$ cat config.mk
export PLATFORM = sky130hd
export DESIGN_NAME = tce_xlate_unit
export DESIGN_NICKNAME = d
export VERILOG_FILES = /design/src/rtl/tce_pkg.sv /design/src/rtl/tce_cfg_regs.sv /design/src/rtl/tce_table.sv /design/src/rtl/tce_lookup.sv /design/src/rtl/tce_xlate_unit.sv
export SDC_FILE = /design/constraint.sdc
export NUM_CORES = 2
export LEC_CHECK = 0
export BUFFER_PORTS_ARGS = -buffer_cell sky130_fd_sc_hd__buf_2
export CELL_PAD_IN_SITES_DETAIL_PLACEMENT = 2
export CELL_PAD_IN_SITES_GLOBAL_PLACEMENT = 2
export CORE_MARGIN = 4
export CORE_UTILIZATION = 35
export DETAILED_ROUTE_END_ITERATION = 10
export PLACE_DENSITY_LB_ADDON = 0.1
export REMOVE_ABC_BUFFERS = 1
export SLEW_MARGIN = 40
export SYNTH_ARGS = -nofsm -noshare
export SYNTH_HDL_FRONTEND = slang
export SYNTH_SLANG_ARGS = --single-unit
$ cat constraint.sdc
create_clock -name clk -period 8.3 [get_ports clk]
set_input_delay 0.415 -clock clk [delete_from_list [all_inputs] [get_ports clk]]
set_output_delay 0.415 -clock clk [all_outputs]
set_load 0.01 [all_outputs]
$ cat src/rtl/tce_pkg.sv
// Shared types for the translation-entry lookup unit.
// Assumes: entries hold the permission code in bits [1:0].
package tce_pkg;

    // Permission code carried in the low two bits of every entry.
    typedef enum logic [1:0] {
        PERM_NONE = 2'b00,
        PERM_RD   = 2'b01,
        PERM_WR   = 2'b10,
        PERM_RW   = 2'b11
    } perm_e;

    // Reset value of the page shift register (4 KiB pages).
    localparam int RESET_SHIFT = 12;

    function automatic logic perm_reads(perm_e p);
        return (p == PERM_RD) || (p == PERM_RW);
    endfunction

    function automatic logic perm_writes(perm_e p);
        return (p == PERM_WR) || (p == PERM_RW);
    endfunction

endpackage

$ cat src/rtl/tce_cfg_regs.sv
// Configuration registers: page shift and number of valid entries.
// Assumes: the writer may present any count; values above DEPTH are clamped.
module tce_cfg_regs #(
    parameter int ADDR_W  = 64,
    parameter int DEPTH   = 16,
    parameter int SHIFT_W = $clog2(ADDR_W),
    parameter int CNT_W   = $clog2(DEPTH + 1)
) (
    input  logic               clk,
    input  logic               rst_n,
    input  logic               cfg_we,
    input  logic [SHIFT_W-1:0] cfg_shift,
    input  logic [CNT_W-1:0]   cfg_count,
    output logic [SHIFT_W-1:0] shift_q,
    output logic [CNT_W-1:0]   count_q
);
    import tce_pkg::*;

    localparam logic [CNT_W-1:0] MAX_CNT = CNT_W'(DEPTH);

    logic [CNT_W-1:0] count_clamped;

    // Clamp the requested entry count to the physical table depth.
    always_comb begin
        count_clamped = (cfg_count > MAX_CNT) ? MAX_CNT : cfg_count;
    end

    // Hold shift and count; reset to 4 KiB pages and an empty window.
    always_ff @(posedge clk) begin
        if (!rst_n) begin
            shift_q <= SHIFT_W'(RESET_SHIFT);
            count_q <= '0;
        end else if (cfg_we) begin
            shift_q <= cfg_shift;
            count_q <= count_clamped;
        end
    end

    // the stored count never exceeds the table depth.
    a_r9_count_bound: assert property (@(posedge clk) disable iff (!rst_n)
        count_q <= MAX_CNT);

    // a configuration write lands in the registers one cycle later.
    a_r9_cfg_load: assert property (@(posedge clk) disable iff (!rst_n)
        cfg_we |=> (shift_q == $past(cfg_shift)));

endmodule

$ cat src/rtl/tce_table.sv
// Entry storage: DEPTH flop entries, one write/read port for the filler
// and one combinational lookup port. Synchronous reset clears all entries.
// Assumes: lookup index is masked to a legal slot by the caller or here.
module tce_table #(
    parameter int ADDR_W = 64,
    parameter int DEPTH  = 16,
    parameter int IDX_W  = $clog2(DEPTH),
    parameter int TIDX_W = IDX_W + 1
) (
    input  logic              clk,
    input  logic              rst_n,
    input  logic              tbl_we,
    input  logic              tbl_re,
    input  logic [TIDX_W-1:0] tbl_idx,
    input  logic [ADDR_W-1:0] tbl_wdata,
    output logic              tbl_rvalid,
    output logic [ADDR_W-1:0] tbl_rdata,
    input  logic [IDX_W-1:0]  lk_idx,
    output logic [ADDR_W-1:0] lk_entry
);
    logic [ADDR_W-1:0] mem [DEPTH];
    logic              in_range;
    logic              any_set;

    // Write and read requests only address a slot below DEPTH.
    always_comb begin
        in_range = (tbl_idx < TIDX_W'(DEPTH));
    end

    // One register per slot, each with its own decoded write enable.
    for (genvar g = 0; g < DEPTH; g++) begin : g_slot
        logic hit_w;
        always_comb begin
            hit_w = tbl_we && in_range && (tbl_idx == TIDX_W'(g));
        end

        // Store the slot value; cleared by reset.
        always_ff @(posedge clk) begin
            if (!rst_n) begin
                mem[g] <= '0;
            end else if (hit_w) begin
                mem[g] <= tbl_wdata;
            end
        end

        // a slot changes only when written at its own index.
        a_r8_slot_stable: assert property (@(posedge clk) disable iff (!rst_n)
            !(tbl_we && tbl_idx == TIDX_W'(g)) |=> $stable(mem[g]));
    end

    // Registered read-back for the filler port.
    always_ff @(posedge clk) begin
        if (!rst_n) begin
            tbl_rvalid <= 1'b0;
            tbl_rdata  <= '0;
        end else begin
            tbl_rvalid <= tbl_re;
            if (tbl_re) begin
                tbl_rdata <= in_range ? mem[tbl_idx[IDX_W-1:0]] : '0;
            end
        end
    end

    // Combinational lookup read (old contents during a same-cycle write).
    always_comb begin
        lk_entry = (32'(lk_idx) < DEPTH) ? mem[lk_idx] : '0;
    end

    // OR of all entries, used to check the reset clear.
    always_comb begin
        any_set = 1'b0;
        for (int i = 0; i < DEPTH; i++) begin
            any_set = any_set | (|mem[i]);
        end
    end

    // the first cycle out of reset sees an empty table.
    a_r1_cleared: assert property (@(posedge clk) disable iff (!rst_n)
        $rose(rst_n) |-> !any_set);

    // read data follows a read strobe by one cycle.
    a_r8_rd_latency: assert property (@(posedge clk) disable iff (!rst_n)
        tbl_re |=> tbl_rvalid);

endmodule

$ cat src/rtl/tce_lookup.sv
// Lookup stage: splits the request address by the page shift, bounds-checks
// the index, decodes permissions and registers the result (1-cycle latency).
// Assumes: shift < ADDR_W, count <= DEPTH (guaranteed by tce_cfg_regs).
module tce_lookup #(
    parameter int ADDR_W  = 64,
    parameter int DEPTH   = 16,
    parameter int SHIFT_W = $clog2(ADDR_W),
    parameter int CNT_W   = $clog2(DEPTH + 1),
    parameter int IDX_W   = $clog2(DEPTH)
) (
    input  logic               clk,
    input  logic               rst_n,
    input  logic [SHIFT_W-1:0] shift,
    input  logic [CNT_W-1:0]   count,
    input  logic               req_valid,
    input  logic [ADDR_W-1:0]  req_addr,
    output logic [IDX_W-1:0]   lk_idx,
    input  logic [ADDR_W-1:0]  lk_entry,
    output logic               rsp_valid,
    output logic [ADDR_W-1:0]  rsp_iova,
    output logic [ADDR_W-1:0]  rsp_xaddr,
    output logic [ADDR_W-1:0]  rsp_mask,
    output logic               rsp_rd,
    output logic               rsp_wr
);
    import tce_pkg::*;

    logic [ADDR_W-1:0] page_mask;
    logic [ADDR_W-1:0] full_idx;
    logic              hit;
    perm_e             perm;
    logic [ADDR_W-1:0] n_iova, n_xaddr, n_mask;
    logic              n_rd, n_wr;

    // Page mask and full-width index from the current shift.
    always_comb begin
        page_mask = ~((ADDR_W'(1) << shift) - ADDR_W'(1));
        full_idx  = req_addr >> shift;
        hit       = full_idx < ADDR_W'(count);
        lk_idx    = full_idx[IDX_W-1:0];
    end

    // Form the next response for a hit or a no-access miss.
    always_comb begin
        perm = perm_e'(lk_entry[1:0]);
        if (hit) begin
            n_iova  = req_addr & page_mask;
            n_xaddr = lk_entry & page_mask;
            n_mask  = ~page_mask;
            n_rd    = perm_reads(perm);
            n_wr    = perm_writes(perm);
        end else begin
            n_iova  = req_addr;
            n_xaddr = '0;
            n_mask  = '1;
            n_rd    = 1'b0;
            n_wr    = 1'b0;
        end
    end

    // Result register: loads on a request, valid strobe follows it.
    always_ff @(posedge clk) begin
        if (!rst_n) begin
            rsp_valid <= 1'b0;
            rsp_iova  <= '0;
            rsp_xaddr <= '0;
            rsp_mask  <= '0;
            rsp_rd    <= 1'b0;
            rsp_wr    <= 1'b0;
        end else begin
            rsp_valid <= req_valid;
            if (req_valid) begin
                rsp_iova  <= n_iova;
                rsp_xaddr <= n_xaddr;
                rsp_mask  <= n_mask;
                rsp_rd    <= n_rd;
                rsp_wr    <= n_wr;
            end
        end
    end

    // each request yields a response in the next cycle.
    a_r2_rsp_follows: assert property (@(posedge clk) disable iff (!rst_n)
        req_valid |=> rsp_valid);

    // no response without a request.
    a_r2_no_spurious: assert property (@(posedge clk) disable iff (!rst_n)
        !req_valid |=> !rsp_valid);

    // the offset mask is always a run of low ones.
    a_r5_mask_form: assert property (@(posedge clk) disable iff (!rst_n)
        rsp_valid |-> (((rsp_mask + ADDR_W'(1)) & rsp_mask) == '0));

    // hit addresses carry no offset bits.
    a_r4_aligned: assert property (@(posedge clk) disable iff (!rst_n)
        (rsp_valid && !(&rsp_mask)) |->
            (((rsp_iova & rsp_mask) == '0) && ((rsp_xaddr & rsp_mask) == '0)));

    // an all-ones mask comes with no access and a zero base.
    a_r7_miss_shape: assert property (@(posedge clk) disable iff (!rst_n)
        (rsp_valid && (&rsp_mask)) |-> (!rsp_rd && !rsp_wr && rsp_xaddr == '0));

endmodule

$ cat src/rtl/tce_xlate_unit.sv
// Top: translation-entry DMA address lookup. Wires the configuration
// registers, the entry table and the lookup stage together.
// Assumes: filler writes and lookups may overlap; lookups see old data.
module tce_xlate_unit #(
    parameter int ADDR_W  = 64,
    parameter int DEPTH   = 16,
    parameter int SHIFT_W = $clog2(ADDR_W),
    parameter int CNT_W   = $clog2(DEPTH + 1),
    parameter int IDX_W   = $clog2(DEPTH),
    parameter int TIDX_W  = IDX_W + 1
) (
    input  logic               clk,
    input  logic               rst_n,
    input  logic               cfg_we,
    input  logic [SHIFT_W-1:0] cfg_shift,
    input  logic [CNT_W-1:0]   cfg_count,
    input  logic               tbl_we,
    input  logic               tbl_re,
    input  logic [TIDX_W-1:0]  tbl_idx,
    input  logic [ADDR_W-1:0]  tbl_wdata,
    output logic               tbl_rvalid,
    output logic [ADDR_W-1:0]  tbl_rdata,
    input  logic               req_valid,
    input  logic [ADDR_W-1:0]  req_addr,
    output logic               rsp_valid,
    output logic [ADDR_W-1:0]  rsp_iova,
    output logic [ADDR_W-1:0]  rsp_xaddr,
    output logic [ADDR_W-1:0]  rsp_mask,
    output logic               rsp_rd,
    output logic               rsp_wr
);
    logic [SHIFT_W-1:0] shift_q;
    logic [CNT_W-1:0]   count_q;
    logic [IDX_W-1:0]   lk_idx;
    logic [ADDR_W-1:0]  lk_entry;

    tce_cfg_regs #(
        .ADDR_W (ADDR_W),
        .DEPTH  (DEPTH),
        .SHIFT_W(SHIFT_W),
        .CNT_W  (CNT_W)
    ) cfg_i (
        .clk      (clk),
        .rst_n    (rst_n),
        .cfg_we   (cfg_we),
        .cfg_shift(cfg_shift),
        .cfg_count(cfg_count),
        .shift_q  (shift_q),
        .count_q  (count_q)
    );

    tce_table #(
        .ADDR_W(ADDR_W),
        .DEPTH (DEPTH),
        .IDX_W (IDX_W),
        .TIDX_W(TIDX_W)
    ) table_i (
        .clk       (clk),
        .rst_n     (rst_n),
        .tbl_we    (tbl_we),
        .tbl_re    (tbl_re),
        .tbl_idx   (tbl_idx),
        .tbl_wdata (tbl_wdata),
        .tbl_rvalid(tbl_rvalid),
        .tbl_rdata (tbl_rdata),
        .lk_idx    (lk_idx),
        .lk_entry  (lk_entry)
    );

    tce_lookup #(
        .ADDR_W (ADDR_W),
        .DEPTH  (DEPTH),
        .SHIFT_W(SHIFT_W),
        .CNT_W  (CNT_W),
        .IDX_W  (IDX_W)
    ) lookup_i (
        .clk      (clk),
        .rst_n    (rst_n),
        .shift    (shift_q),
        .count    (count_q),
        .req_valid(req_valid),
        .req_addr (req_addr),
        .lk_idx   (lk_idx),
        .lk_entry (lk_entry),
        .rsp_valid(rsp_valid),
        .rsp_iova (rsp_iova),
        .rsp_xaddr(rsp_xaddr),
        .rsp_mask (rsp_mask),
        .rsp_rd   (rsp_rd),
        .rsp_wr   (rsp_wr)
    );

endmodule

==> summary by stage <==
Power and ir drop
The overall power is 18.3 mW. The leakage power of the design is 29.2 nW. The maximum vdd drop is 0.000236 V.

The total power divided by cell area is 226 nW/um^2.

Timing
Setup violations remaining at the end of the flow were counted as 0. The final sum of negative setup slack is 0 ns. Counting I/O delays and the setup requirement, the final critical path takes 6.61 ns. Setup repair after global routing left no endpoint under its margin. Static timing analysis puts the maximum clock frequency at 151 MHz.

The final-report hold violation count is 0. The worst hold slack is 0.0575 ns. The final critical path takes up 79.7% of the cycle. Across the routed clock network, the largest skew measured is 0.0314 ns.

The number of pins exceeding their max-slew limit in the final report is 0. The relative slew slack is 32.3%. The slew at the pin closest to its max-slew limit is 1.01 ns.

CTS
The H-tree generated during clock tree synthesis spans 4 levels. Gates resized during post-CTS repair numbered 0. TritonCTS built the clock tree. The register clock-pin slew on the reported worst setup and hold paths is 0.06 ns. The clock reaches the later pin of the worst-skew pair after 0.85 ns.

The number of buffers created by CTS is 157. The cell sitting at the root of the clock tree is a clkbuf_16. In this run the deepest clock path goes through 3 buffers. The number of sinks handled by clock tree synthesis is 1,295.

GRT
The first global-routing pass estimated 467,000 um of wire. The overall global routing resource usage is 32.2%. The via count of the first global-routing pass is 57,600. The leftover overflow at the end of global routing is 0. Entering global routing, the biggest net connects 129 pins. The initial antenna violation count came to 41.

Synthesis
The netlist area before placement is 69,500 sq um. The share of the Yosys chip area taken by registers is 52.1%. Counting flops with a built-in enable in the synthesized netlist gives 1,024.

The count of distinct cell types in the synthesized netlist is 84. The most instantiated flip-flop cell in the synthesis netlist is edfxtp_1. The fraction of registers with async set/reset is 0%. During synthesis, Yosys emitted a total of 0 warnings. The register bit total from synthesis is 1,295. A synthesized cell averages 12.1 sq um. The synthesized instance count is 5,740.

Die
The die is 454 um tall. The I/O pin count is 410. The die covers 206,000 sq um. The core region is 197,000 sq um.

The floorplan step set the die width to 454 um. The initial standard-cell utilization of the core is 35.2%. The number of rows created at floorplan is 163.

Drt
In the routed layout, each cell is associated on average with a via count of 6.27. For this run, design rule violations remaining after detail routing come to 0. The first-pass iteration count of the detailed router is 6. The total length of routed wires is 340,000 um.

The post-detailed-route wirelength per cell is 38.7 um. In this run the remaining antenna-violating nets after routing total 0. The routed layout has 55,100 vias. After the first detailed-routing iteration, the DRC count stood at 6,291.

Finish
The library cells used most frequently in the layout, excluding fill and tap cells, are and2_1 (1,041), edfxtp_1 (1,024), nand2_1 (405), buf_2 (404), mux4_2 (361). The most frequent standard cell in the layout excluding fill and tap cells is and2_1. The final-stage net count is 6,134. Of the cells placed in the final design, the portion with a size suffix greater than 1 is 21.4%.

The total of fill cells in the finished design is 20,000. The area added between synthesis and finish is 16.2%.

Setup path
For the worst setup path, the data required time is 9.04 ns. The start-to-end type of the worst setup path is reg -> reg. The startpoint type of the worst setup path is a flop. The critical path arrival is 7.36 ns. The peak fanout along the critical path is 44. The worst setup path is captured at a flop.

Flow run
The tool flagged a number of max-cap violations equal to 0.

Status
The run finished with clean final reports.

Placed design
The number of I/O port buffers is 409. The routability congestion estimate from global placement is 0.936. The sum of net half-perimeters after detailed placement is 213,000 um.

Min path
The tightest min-delay check is of the in -> reg type.
[worst max-delay path: stages (launching register included)]
cell	delay [ns]
dfxtp_4	0.79
buf_4	0.38
mux2i_1	0.80
mux4_2	0.39
o22ai_1	0.08
o31a_1	0.39
or2_0	0.38
ha_1	0.34
o21a_1	0.10
o21a_1	0.16
o21ai_0	0.16
o211ai_1	0.18
nor3_4	0.51
buf_4	0.48
nand3_4	0.45
buf_12	0.36
o31ai_1	0.34
[routing by layer]
metal / wire length [um] / track usage [%] / part of all wire (%)
met1: 135000 / 41.3 / 40
met2: 161000 / 53.4 / 48
met4: 19200 / 15.7 / 5.6
met3: 23900 / 4.79 / 7.0
met5: 62 / 0 / 0.018
[registers in the layout, summed over array words and instances (netlist names)]
register            cells
lookup_i.rsp_mask      64
lookup_i.rsp_rd         1
cfg_i.shift_q           6
lookup_i.rsp_xaddr     64
table_i.tbl_rvalid      1
lookup_i.rsp_wr         1
lookup_i.rsp_iova      64
lookup_i.rsp_valid      1
table_i.mem          1024
table_i.tbl_rdata      64
cfg_i.count_q           5
[cells by family after synthesis]
| family | share of synthesized area, % |
|---|---|
| simple gates | 15.6 |
| flops | 52.1 |
| compound gates | 11.4 |
| mux | 16.9 |
| buf+inv | 3.84 |
| xor+xnor | 0.113 |
| fa+ha+maj | 0.0900 |
[final cells by class]
class | instances | area [sq um] | share of cell area (%)
timing repair buffer | 665 | 4750 | 5.89
multi-input combinational | 3813 | 31200 | 38.6
antenna | 26 | 65.1 | 0.0806
sequential | 1295 | 36200 | 44.8
clock inverter | 59 | 559 | 0.693
inverter | 47 | 186 | 0.231
clock buffer | 235 | 4520 | 5.60
tap | 2640 | 3300 | 4.09
[worst paths after layout]
kind,from,to,slack (ns),cells after the start
worst max-delay path,cfg_i.shift_q[1],lookup_i.rsp_xaddr[58],1.69,16
worst min-delay path,tbl_wdata[1],table_i.mem[12][1],0.06,2
worst max register to register,cfg_i.shift_q[1],lookup_i.rsp_xaddr[58],1.69,16
worst min register to register,lookup_i.rsp_xaddr[4],lookup_i.rsp_xaddr[4],0.44,2
[report_power, final]
group / internal (mW) / switching (mW)
clock network: 3.99 / 2.95
logic: 1.21 / 2.54
registers: 7.35 / 0.232
total: 12.6 / 5.73
[timing repair]
action,CTS,global route
setup buffers,0,0
hold buffers,64,0
hold endpoints to repair,130,0
[cells in the mapped netlist (all sizes together), types with 9 or more instances]
library cell / count / area share (%)
a211oi: 59 / 0.64
a21boi: 20 / 0.22
a21o: 9 / 0.097
a21oi: 341 / 2.5
a221oi: 230 / 2.9
a22oi: 15 / 0.16
a31oi: 59 / 0.53
a32o: 59 / 0.85
and2: 1045 / 9.4
and3: 70 / 0.63
buf: 176 / 1.4
clkbuf: 409 / 2.2
dfxtp: 271 / 7.8
edfxtp: 1024 / 44
inv: 46 / 0.25
mux2: 23 / 0.37
mux2i: 332 / 4.8
mux4: 361 / 12
nand2: 408 / 2.2
nand2b: 148 / 1.3
nand3: 65 / 0.48
nand4: 10 / 0.090
nor2: 79 / 0.43
nor2b: 14 / 0.13
nor3: 26 / 0.20
nor4: 25 / 0.24
o211ai: 16 / 0.17
o21ai: 153 / 1.1
o22ai: 16 / 0.14
o31ai: 49 / 0.59
o32ai: 27 / 0.37
o41ai: 30 / 0.39
or2: 12 / 0.11
or3: 11 / 0.099
[per-stage QoR]
stage / util (%) / instance area, sq um / worst slack, ns / instances
final: 40.9 / 80700 / 1.69 / 8780
after floorplan: - / 67000 / -11.54 / 5155
after global placement: 37.6 / 74300 / 1.85 / 8368
after global routing: 40.9 / 80700 / 1.51 / 8756
after detailed placement: 37.9 / 74800 / 1.89 / 8391
after CTS: 40.8 / 80500 / 1.77 / 8749
Power figures use the tool's default switching activity.
